<file path="config.mk">
export PLATFORM = sky130hd
export DESIGN_NAME = smb_tagq_top
export DESIGN_NICKNAME = d
export VERILOG_FILES = /design/src/rtl/smb_tagq_pkg.sv /design/src/rtl/smb_tagq_fifo.sv /design/src/rtl/smb_tagq_level.sv /design/src/rtl/smb_tagq_irq.sv /design/src/rtl/smb_tagq_top.sv
export SDC_FILE = /design/constraint.sdc
export NUM_CORES = 1
export LEC_CHECK = 0
export ABC_AREA = 1
export ABC_CLOCK_PERIOD_IN_PS = 2600
export BUFFER_PORTS_ARGS = -buffer_cell sky130_fd_sc_hd__buf_2
export CAP_MARGIN = 20
export CORE_MARGIN = 1
export CORE_UTILIZATION = 54
export DETAILED_ROUTE_END_ITERATION = 12
export GPL_ROUTABILITY_DRIVEN = 0
export PLACE_DENSITY = 0.83
export SYNTH_ARGS = -nofsm -noshare
export SYNTH_HDL_FRONTEND = slang
export SYNTH_SLANG_ARGS = --single-unit
</file>
<file path="constraint.sdc">
create_clock -name clk -period 2.6 [get_ports clk]
set_clock_uncertainty 0.1 [all_clocks]
set_input_delay 0.13 -clock clk [delete_from_list [all_inputs] [get_ports clk]]
set_output_delay 0.13 -clock clk [all_outputs]
set_load 0.02 [all_outputs]
</file>
<file path="src/rtl/smb_tagq_pkg.sv">
package smb_tagq_pkg;
  localparam int BYTE_W  = 8;
  localparam int TAG_W   = 2;
  localparam int ENTRY_W = BYTE_W + TAG_W;
  localparam int NFLAG   = 4;

  typedef enum logic [1:0] {
    CSR_EVT  = 2'd0,
    CSR_EN   = 2'd1,
    CSR_CTRL = 2'd2,
    CSR_ERR  = 2'd3
  } csr_addr_e;

  typedef struct packed {
    logic              stop;
    logic              rstart;
    logic [BYTE_W-1:0] data;
  } entry_t;

  // Low watermark for a select code (code 3 unused by callers)
  function automatic int unsigned wm_low(input logic [1:0] sel);
    return 2 + int'(sel);
  endfunction

  // High watermark for a select code
  function automatic int unsigned wm_high(input logic [1:0] sel);
    return 6 - int'(sel);
  endfunction
endpackage

</file>
<file path="src/rtl/smb_tagq_fifo.sv">
module smb_tagq_fifo #(
  parameter int DEPTH = 8,
  parameter int W     = 10,
  localparam int AW   = (DEPTH > 1) ? $clog2(DEPTH) : 1,
  localparam int CW   = $clog2(DEPTH + 1)
) (
  input  logic          clk,
  input  logic          rst_n,
  input  logic          push_i,
  input  logic [W-1:0]  push_data_i,
  input  logic          pop_i,
  output logic [W-1:0]  pop_data_o,
  output logic          full_o,
  output logic          empty_o,
  output logic [CW-1:0] count_o
);
  logic [W-1:0]  mem [DEPTH];
  logic [AW-1:0] wr_ptr_q, rd_ptr_q;
  logic [CW-1:0] count_q;
  logic          do_push, do_pop;

  assign full_o  = (count_q == CW'(DEPTH));
  assign empty_o = (count_q == '0);
  assign do_push = push_i && !full_o;
  assign do_pop  = pop_i && !empty_o;
  assign pop_data_o = mem[rd_ptr_q];
  assign count_o = count_q;

  function automatic logic [AW-1:0] bump(input logic [AW-1:0] p);
    return (p == AW'(DEPTH - 1)) ? '0 : p + AW'(1);
  endfunction

  always_ff @(posedge clk) begin
    if (!rst_n) begin
      wr_ptr_q <= '0;
      rd_ptr_q <= '0;
      count_q  <= '0;
    end else begin
      if (do_push) wr_ptr_q <= bump(wr_ptr_q);
      if (do_pop)  rd_ptr_q <= bump(rd_ptr_q);
      case ({do_push, do_pop})
        2'b10:   count_q <= count_q + CW'(1);
        2'b01:   count_q <= count_q - CW'(1);
        default: count_q <= count_q;
      endcase
    end
  end

  always_ff @(posedge clk) begin
    if (do_push) mem[wr_ptr_q] <= push_data_i;
  end


  count_bound_chk: assert property (@(posedge clk) disable iff (!rst_n)
    count_q <= CW'(DEPTH));


  full_hold_chk: assert property (@(posedge clk) disable iff (!rst_n)
    (full_o && push_i && !pop_i) |=> (count_q == CW'(DEPTH)));


  empty_hold_chk: assert property (@(posedge clk) disable iff (!rst_n)
    (empty_o && pop_i && !push_i) |=> (count_q == '0));
endmodule

</file>
<file path="src/rtl/smb_tagq_level.sv">
module smb_tagq_level
  import smb_tagq_pkg::*;
#(
  parameter int CW = 4
) (
  input  logic [CW-1:0] count_i,
  input  logic [1:0]    sel_i,
  output logic          ae_o,
  output logic          af_o
);
  always_comb begin
    ae_o = 1'b0;
    af_o = 1'b0;
    if (sel_i != 2'b11) begin
      ae_o = int'(count_i) <= int'(wm_low(sel_i));
      af_o = int'(count_i) >= int'(wm_high(sel_i));
    end
  end
endmodule

</file>
<file path="src/rtl/smb_tagq_irq.sv">
module smb_tagq_irq #(
  parameter int NF = 4
) (
  input  logic          clk,
  input  logic          rst_n,
  input  logic [NF-1:0] set_i,
  input  logic [NF-1:0] clr_i,
  input  logic          en_we_i,
  input  logic [NF-1:0] en_data_i,
  output logic [NF-1:0] flags_o,
  output logic [NF-1:0] en_o,
  output logic          irq_o
);
  logic [NF-1:0] flags_q, en_q;

  always_ff @(posedge clk) begin
    if (!rst_n) begin
      flags_q <= '0;
      en_q    <= '0;
    end else begin
      for (int k = 0; k < NF; k++) begin
        flags_q[k] <= set_i[k] | (flags_q[k] & ~clr_i[k]);
      end
      if (en_we_i) en_q <= en_data_i;
    end
  end

  assign flags_o = flags_q;
  assign en_o    = en_q;
  assign irq_o   = |(flags_q & en_q);

  for (genvar k = 0; k < NF; k++) begin : g_flag_chk

    set_wins_chk: assert property (@(posedge clk) disable iff (!rst_n)
      set_i[k] |=> flags_o[k]);
  end


  masked_quiet_chk: assert property (@(posedge clk) disable iff (!rst_n)
    (en_o == '0) |-> !irq_o);
endmodule

</file>
<file path="src/rtl/smb_tagq_top.sv">
module smb_tagq_top
  import smb_tagq_pkg::*;
#(
  parameter int DEPTH = 8,
  localparam int CW   = $clog2(DEPTH + 1)
) (
  input  logic          clk,
  input  logic          rst_n,
  input  logic          csr_we,
  input  logic [1:0]    csr_addr,
  input  logic [7:0]    csr_wdata,
  output logic [7:0]    irq_status,
  output logic [7:0]    irq_enable,
  output logic [7:0]    fifo_ctrl,
  output logic          err_ovf,
  output logic          err_udf,
  input  logic          mst_rx_mode,
  input  logic          mst_tx_mode,
  input  logic          mst_status_chg,
  input  logic          mst_pkt_done,
  input  logic          cpu_wr_valid,
  output logic          cpu_wr_ready,
  input  logic [7:0]    cpu_wr_data,
  output logic          cpu_rd_valid,
  input  logic          cpu_rd_ready,
  output logic [7:0]    cpu_rd_data,
  output logic          eng_rd_valid,
  input  logic          eng_rd_ready,
  output logic [7:0]    eng_rd_data,
  output logic          eng_rd_stop,
  output logic          eng_rd_rstart,
  input  logic          eng_wr_valid,
  output logic          eng_wr_ready,
  input  logic [7:0]    eng_wr_data,
  output logic [CW-1:0] fill_level,
  output logic          almost_empty,
  output logic          almost_full,
  output logic          irq
);
  logic       tx_dir, full, empty;
  logic       q_push, q_pop;
  entry_t     push_ent, head_ent;
  logic [CW-1:0] count;
  logic       mark_stop_q, mark_rs_q;
  logic [1:0] wm_sel_q;
  logic       ovf_q, udf_q;
  logic       cpu_push_fire, eng_push_fire;
  logic       ovf_evt, udf_evt;
  logic       wr_evt, wr_en, wr_ctrl, wr_err;
  logic [NFLAG-1:0] evt_set, evt_clr, evt_flags, evt_en;
  logic       unused_bits;

  assign unused_bits = ^csr_wdata[3:2];

  assign tx_dir = !mst_rx_mode;

  // Direction steering
  assign cpu_wr_ready = tx_dir && !full;
  assign eng_wr_ready = !tx_dir && !full;
  assign eng_rd_valid = tx_dir && !empty;
  assign cpu_rd_valid = !tx_dir && !empty;

  assign cpu_push_fire = cpu_wr_valid && cpu_wr_ready;
  assign eng_push_fire = eng_wr_valid && eng_wr_ready;

  always_comb begin
    if (tx_dir) begin
      q_push   = cpu_wr_valid;
      q_pop    = eng_rd_ready;
      push_ent = '{stop: mark_stop_q, rstart: mark_rs_q, data: cpu_wr_data};
    end else begin
      q_push   = eng_wr_valid;
      q_pop    = cpu_rd_ready;
      push_ent = '{stop: 1'b0, rstart: 1'b0, data: eng_wr_data};
    end
  end

  smb_tagq_fifo #(.DEPTH(DEPTH), .W(ENTRY_W)) u_fifo (
    .clk         (clk),
    .rst_n       (rst_n),
    .push_i      (q_push),
    .push_data_i (push_ent),
    .pop_i       (q_pop),
    .pop_data_o  (head_ent),
    .full_o      (full),
    .empty_o     (empty),
    .count_o     (count)
  );

  assign eng_rd_data   = head_ent.data;
  assign eng_rd_stop   = head_ent.stop;
  assign eng_rd_rstart = head_ent.rstart;
  assign cpu_rd_data   = head_ent.data;
  assign fill_level    = count;

  smb_tagq_level #(.CW(CW)) u_level (
    .count_i (count),
    .sel_i   (wm_sel_q),
    .ae_o    (almost_empty),
    .af_o    (almost_full)
  );

  // Register writes
  assign wr_evt  = csr_we && (csr_addr == CSR_EVT);
  assign wr_en   = csr_we && (csr_addr == CSR_EN);
  assign wr_ctrl = csr_we && (csr_addr == CSR_CTRL);
  assign wr_err  = csr_we && (csr_addr == CSR_ERR);

  always_ff @(posedge clk) begin
    if (!rst_n) begin
      mark_stop_q <= 1'b0;
      mark_rs_q   <= 1'b0;
      wm_sel_q    <= 2'b00;
    end else if (wr_ctrl) begin
      mark_stop_q <= csr_wdata[7];
      mark_rs_q   <= csr_wdata[6];
      wm_sel_q    <= csr_wdata[5:4];
    end else if (cpu_push_fire) begin
      mark_stop_q <= 1'b0;
      mark_rs_q   <= 1'b0;
    end
  end

  assign fifo_ctrl = {mark_stop_q, mark_rs_q, wm_sel_q, 4'b0000};

  // Sticky errors
  assign ovf_evt = tx_dir && cpu_wr_valid && full;
  assign udf_evt = !tx_dir && cpu_rd_ready && empty;

  always_ff @(posedge clk) begin
    if (!rst_n) begin
      ovf_q <= 1'b0;
      udf_q <= 1'b0;
    end else begin
      ovf_q <= ovf_evt | (ovf_q & ~(wr_err & csr_wdata[0]));
      udf_q <= udf_evt | (udf_q & ~(wr_err & csr_wdata[1]));
    end
  end

  assign err_ovf = ovf_q;
  assign err_udf = udf_q;

  // Event flags: index 3..0 map to register bits 7..4
  assign evt_set = {mst_status_chg, eng_push_fire, mst_tx_mode && empty, mst_pkt_done};
  assign evt_clr = wr_evt ? csr_wdata[7:4] : '0;

  smb_tagq_irq #(.NF(NFLAG)) u_irq (
    .clk       (clk),
    .rst_n     (rst_n),
    .set_i     (evt_set),
    .clr_i     (evt_clr),
    .en_we_i   (wr_en),
    .en_data_i (csr_wdata[7:4]),
    .flags_o   (evt_flags),
    .en_o      (evt_en),
    .irq_o     (irq)
  );

  assign irq_status = {evt_flags, 4'b0000};
  assign irq_enable = {evt_en, 4'b0000};


  ovf_cause_chk: assert property (@(posedge clk) disable iff (!rst_n)
    $rose(err_ovf) |-> $past(cpu_wr_valid && !mst_rx_mode && !cpu_wr_ready));


  rx_cpu_closed_chk: assert property (@(posedge clk) disable iff (!rst_n)
    mst_rx_mode |-> (!cpu_wr_ready && !eng_rd_valid));


  wm_pair_chk: assert property (@(posedge clk) disable iff (!rst_n)
    (almost_empty && almost_full) |-> (fifo_ctrl[5:4] == 2'b10 && fill_level == CW'(4)));


  mark_clear_chk: assert property (@(posedge clk) disable iff (!rst_n)
    (cpu_wr_valid && cpu_wr_ready && !csr_we) |=> (fifo_ctrl[7:6] == 2'b00));
endmodule

</file>
==> impl_metrics.env <==
export IMPL_power_density_nw_per_um2=915
export IMPL_post_route_min_period_ns=2.29
export IMPL_layout_cells_non_filler=674
export IMPL_crit_chain="inv_2, o21ai_0, o22ai_1, nor2_1, a31oi_1, buf_2"
export IMPL_fmax_mhz=437
export IMPL_cts_buffers=9
export IMPL_rrSetupSlack_ns=0.42
export IMPL_dr_first_iter_drc_count=200
export IMPL_synth_flop_cell="edfxtp_1"
export IMPL_yosysSeqAreaShare=0.611
export IMPL_dieHeight_microns=96.4
export IMPL_grt_remaining_overflow=0
export IMPL_synth_top_area_cell="edfxtp_1"
export IMPL_rows=34
export IMPL_clk_pin_slew_worst_paths_ns=0.11
export IMPL_p_seq_frac=0.414
export IMPL_min_path_type="in -> reg"
export IMPL_start_util=0.555
export IMPL_synth_top_area_frac=0.499
export IMPL_path_class="reg -> out"
export IMPL_worst_pin_slew_ns=0.682
export IMPL_setup_tns_ns=0
export IMPL_critPathCaptureType="output port"
export IMPL_clockBufferDepth=2
export IMPL_place_ws_ns=0.393
export IMPL_vdd_drop_max_v=0.000596
export IMPL_whs_endpoint="err_ovf$_SDFF_PN0_"
export IMPL_n_antenna_cell=0
export IMPL_slew_violations=0
export IMPL_cts_htree_levels=3
export IMPL_ys_warn_count=0
export IMPL_postRouteAntennaNets=0
export IMPL_netlist_area_sq_um=4810
export IMPL_grt_max_degree=41
export IMPL_num_io_pins=92
export IMPL_cts_sinks=107
export IMPL_cts_root_buf="clkbuf_8"
export IMPL_vias_per_cell=5.42
export IMPL_synth_edf_count=80
export IMPL_dpl_cell_count=646
export IMPL_grt_pass1_wl_microns=16300
export IMPL_maxCapViolCount=0
export IMPL_comb_power_share=0.396
export IMPL_p_leak_nw=2.34
export IMPL_p_int_mw=3.02
export IMPL_p_switching_mw=2.05
export IMPL_drc=0
export IMPL_slowest_delay_ns=0.44
export IMPL_worst_ep_arrival_time_ns=2.06
export IMPL_cts_tree="done"
export IMPL_crit_slowest_cell="inv_2"
export IMPL_postSynthCellCount=478
export IMPL_die_w_microns=96.4
export IMPL_power_mw=5.07
export IMPL_die_area_sq_um=9300
export IMPL_worstReg2RegEnd="u_fifo.count_o[3]$_SDFFE_PN0P_"
export IMPL_drive_above_1_share=0.214
export IMPL_wl_microns=10400
export IMPL_power_frac_clock=0.190
export IMPL_wl_per_cell_microns=15.4
export IMPL_relSlewSlack=0.545
export IMPL_fin_util=0.638
export IMPL_p_sw_frac=0.404
export IMPL_syn_to_final_growth_pct=15.1
export IMPL_holdPathStages=4
export IMPL_synthArstFlopShare=0
export IMPL_vias=3652
export IMPL_io_buffer_count=77
export IMPL_setup_viol=0
export IMPL_path_max_fanout=40
export IMPL_crit_path_start_kind="register"
export IMPL_nNetsFinal=611
export IMPL_status="finished clean"
export IMPL_clkLatencyLatePin_ns=0.37
export IMPL_track_usage=0.236
export IMPL_dpl_hpwl_microns=6770
export IMPL_finalHoldViolations=0
export IMPL_r2r_start="u_fifo.count_o[1]$_SDFFE_PN0P_"
export IMPL_drt_pass1_iterations=4
export IMPL_synth_avg_cell_area_sq_um=10.1
export IMPL_min_delay_start="csr_wdata[0]"
export IMPL_final_period_utilization=0.880
export IMPL_grt_pass1_vias=3555
export IMPL_grt_setup_unrepaired="no"
export IMPL_synth_top_cells_by_area="edfxtp_1, dfxtp_1, nor2_1"
export IMPL_required_ns=2.37
export IMPL_core_area_sq_um=8680
export IMPL_yosysUniqueCellTypes=36
export IMPL_synth_seq_cells=107
export IMPL_ff2ff_path_depth=13
export IMPL_fin_ws_ns=0.311
export IMPL_antenna_found_initial=0
[worst max path at each step]
stage / from / end / slack [ns] / cells past startpoint
6_report: register / cpu_rd_data[6] / 0.31 / 6
5_1_grt: register / eng_rd_data[1] / 0.08 / 6
4_1_cts: register / cpu_rd_data[6] / 0.16 / 6
3_5_place_dp: mst_rx_mode / u_fifo.count_o[3]$_SDFFE_PN0P_ / 0.39 / 14
3_3_place_gp: mst_rx_mode / u_fifo.count_o[2]$_SDFFE_PN0P_ / 0.55 / 14
2_1_floorplan: u_fifo.count_o[1]$_SDFFE_PN0P_ / u_fifo.count_o[2]$_SDFFE_PN0P_ / 0.60 / 12
[metal layers]
metal / track usage / wire length [microns] / vias up
met5: 0 / 0 / -
met4: 0.0944 / 170 / 0
met3: 0.0642 / 835 / 18
met2: 0.423 / 5410 / 165
met1: 0.267 / 3980 / 1703
li1: - / - / 1766
[area by class of cell]
class | count | area [sq um]
timing repair buffer | 101 | 596
multi-input combinational | 306 | 1540
fill | 679 | 3140
sequential | 107 | 2940
inverter | 36 | 141
clock inverter | 7 | 66.3
clock buffer | 9 | 124
tap | 108 | 135
[per-stage QoR]
step | hold WS, ns | instance area (sq um)
finish | 0.0154 | 5540
global route | 0.0207 | 5540
CTS | 0.00644 | 5540
detailed placement | 0.282 | 5230
global placement | 0.272 | 5230
floorplan | 0.164 | 4860
[state kept, by name, indices dropped and copies added (netlist names), 2 cells and up, named ones only]
name / flops
u_fifo.mem: 80
u_irq.en_o: 4
u_fifo.wr_ptr_q: 3
u_fifo.rd_ptr_q: 3
wm_sel_q: 2
u_irq.flags_o: 4
u_fifo.count_o: 4
[layout by cell type (no fill, tap or decap), drive strengths merged, types with 10 or more instances in the layout]
cell type / Yosys / final
a21oi: 20 / 20
a31oi: 10 / 10
buf: 27 / 89
conb: 1 / 12
dfxtp: 27 / 27
dlygate4sd3: 0 / 12
edfxtp: 80 / 80
ha: 13 / 13
inv: 35 / 39
nand2: 56 / 56
nand3: 11 / 11
nor2: 97 / 97
o21ai: 61 / 61
o22ai: 10 / 10
[worst max-delay path: cells and delay by family (launching register included)]
family,cells,cell delay (ns)
buf+inv,2,0.65
compound gates,3,0.63
simple gates,1,0.06
flops,1,0.35
[Yosys cell counts, drive strengths merged (2+ instances only)]
cell    number
a21o         2
a21oi       20
a31oi       10
buf         27
clkbuf      13
dfxtp       27
edfxtp      80
ha          13
inv         35
nand2       56
nand3       11
nor2        97
nor3         3
o211a        2
o21ai       61
o22ai       10
xor2         3
[power groups by stage]
stage	combinational, mW	sequential, mW	clock, mW
6_report	2.01	2.10	0.961
5_1_grt	2.25	2.12	1.04
4_1_cts	2.01	2.09	0.980
3_5_place_dp	1.99	2.13	0
3_3_place_gp	1.93	2.12	0
2_1_floorplan	1.46	2.18	0
[cell families (layout without fill, tap and decap cells)]
kind of cell               count (synthesis)  after routing  share of synthesized area
xor gates and xnor gates                   3              3                    0.00546
and+or+nand+nor                          170            170                      0.147
other                                      1             12                   0.000779
adders and majority gates                 13             13                     0.0338
buffers and inverters                     76            153                     0.0785
AOI/OAI and AO/OA                        108            108                      0.123
DFF                                      107            107                      0.611
[what timing repair did]
action	CTS	global route
hold buffers	12	0
resized for setup	0	1
hold endpoints to repair	14	0
endpoints found under the setup margin	0	4
setup buffers	0	0
(Power assumes the default switching activity.)
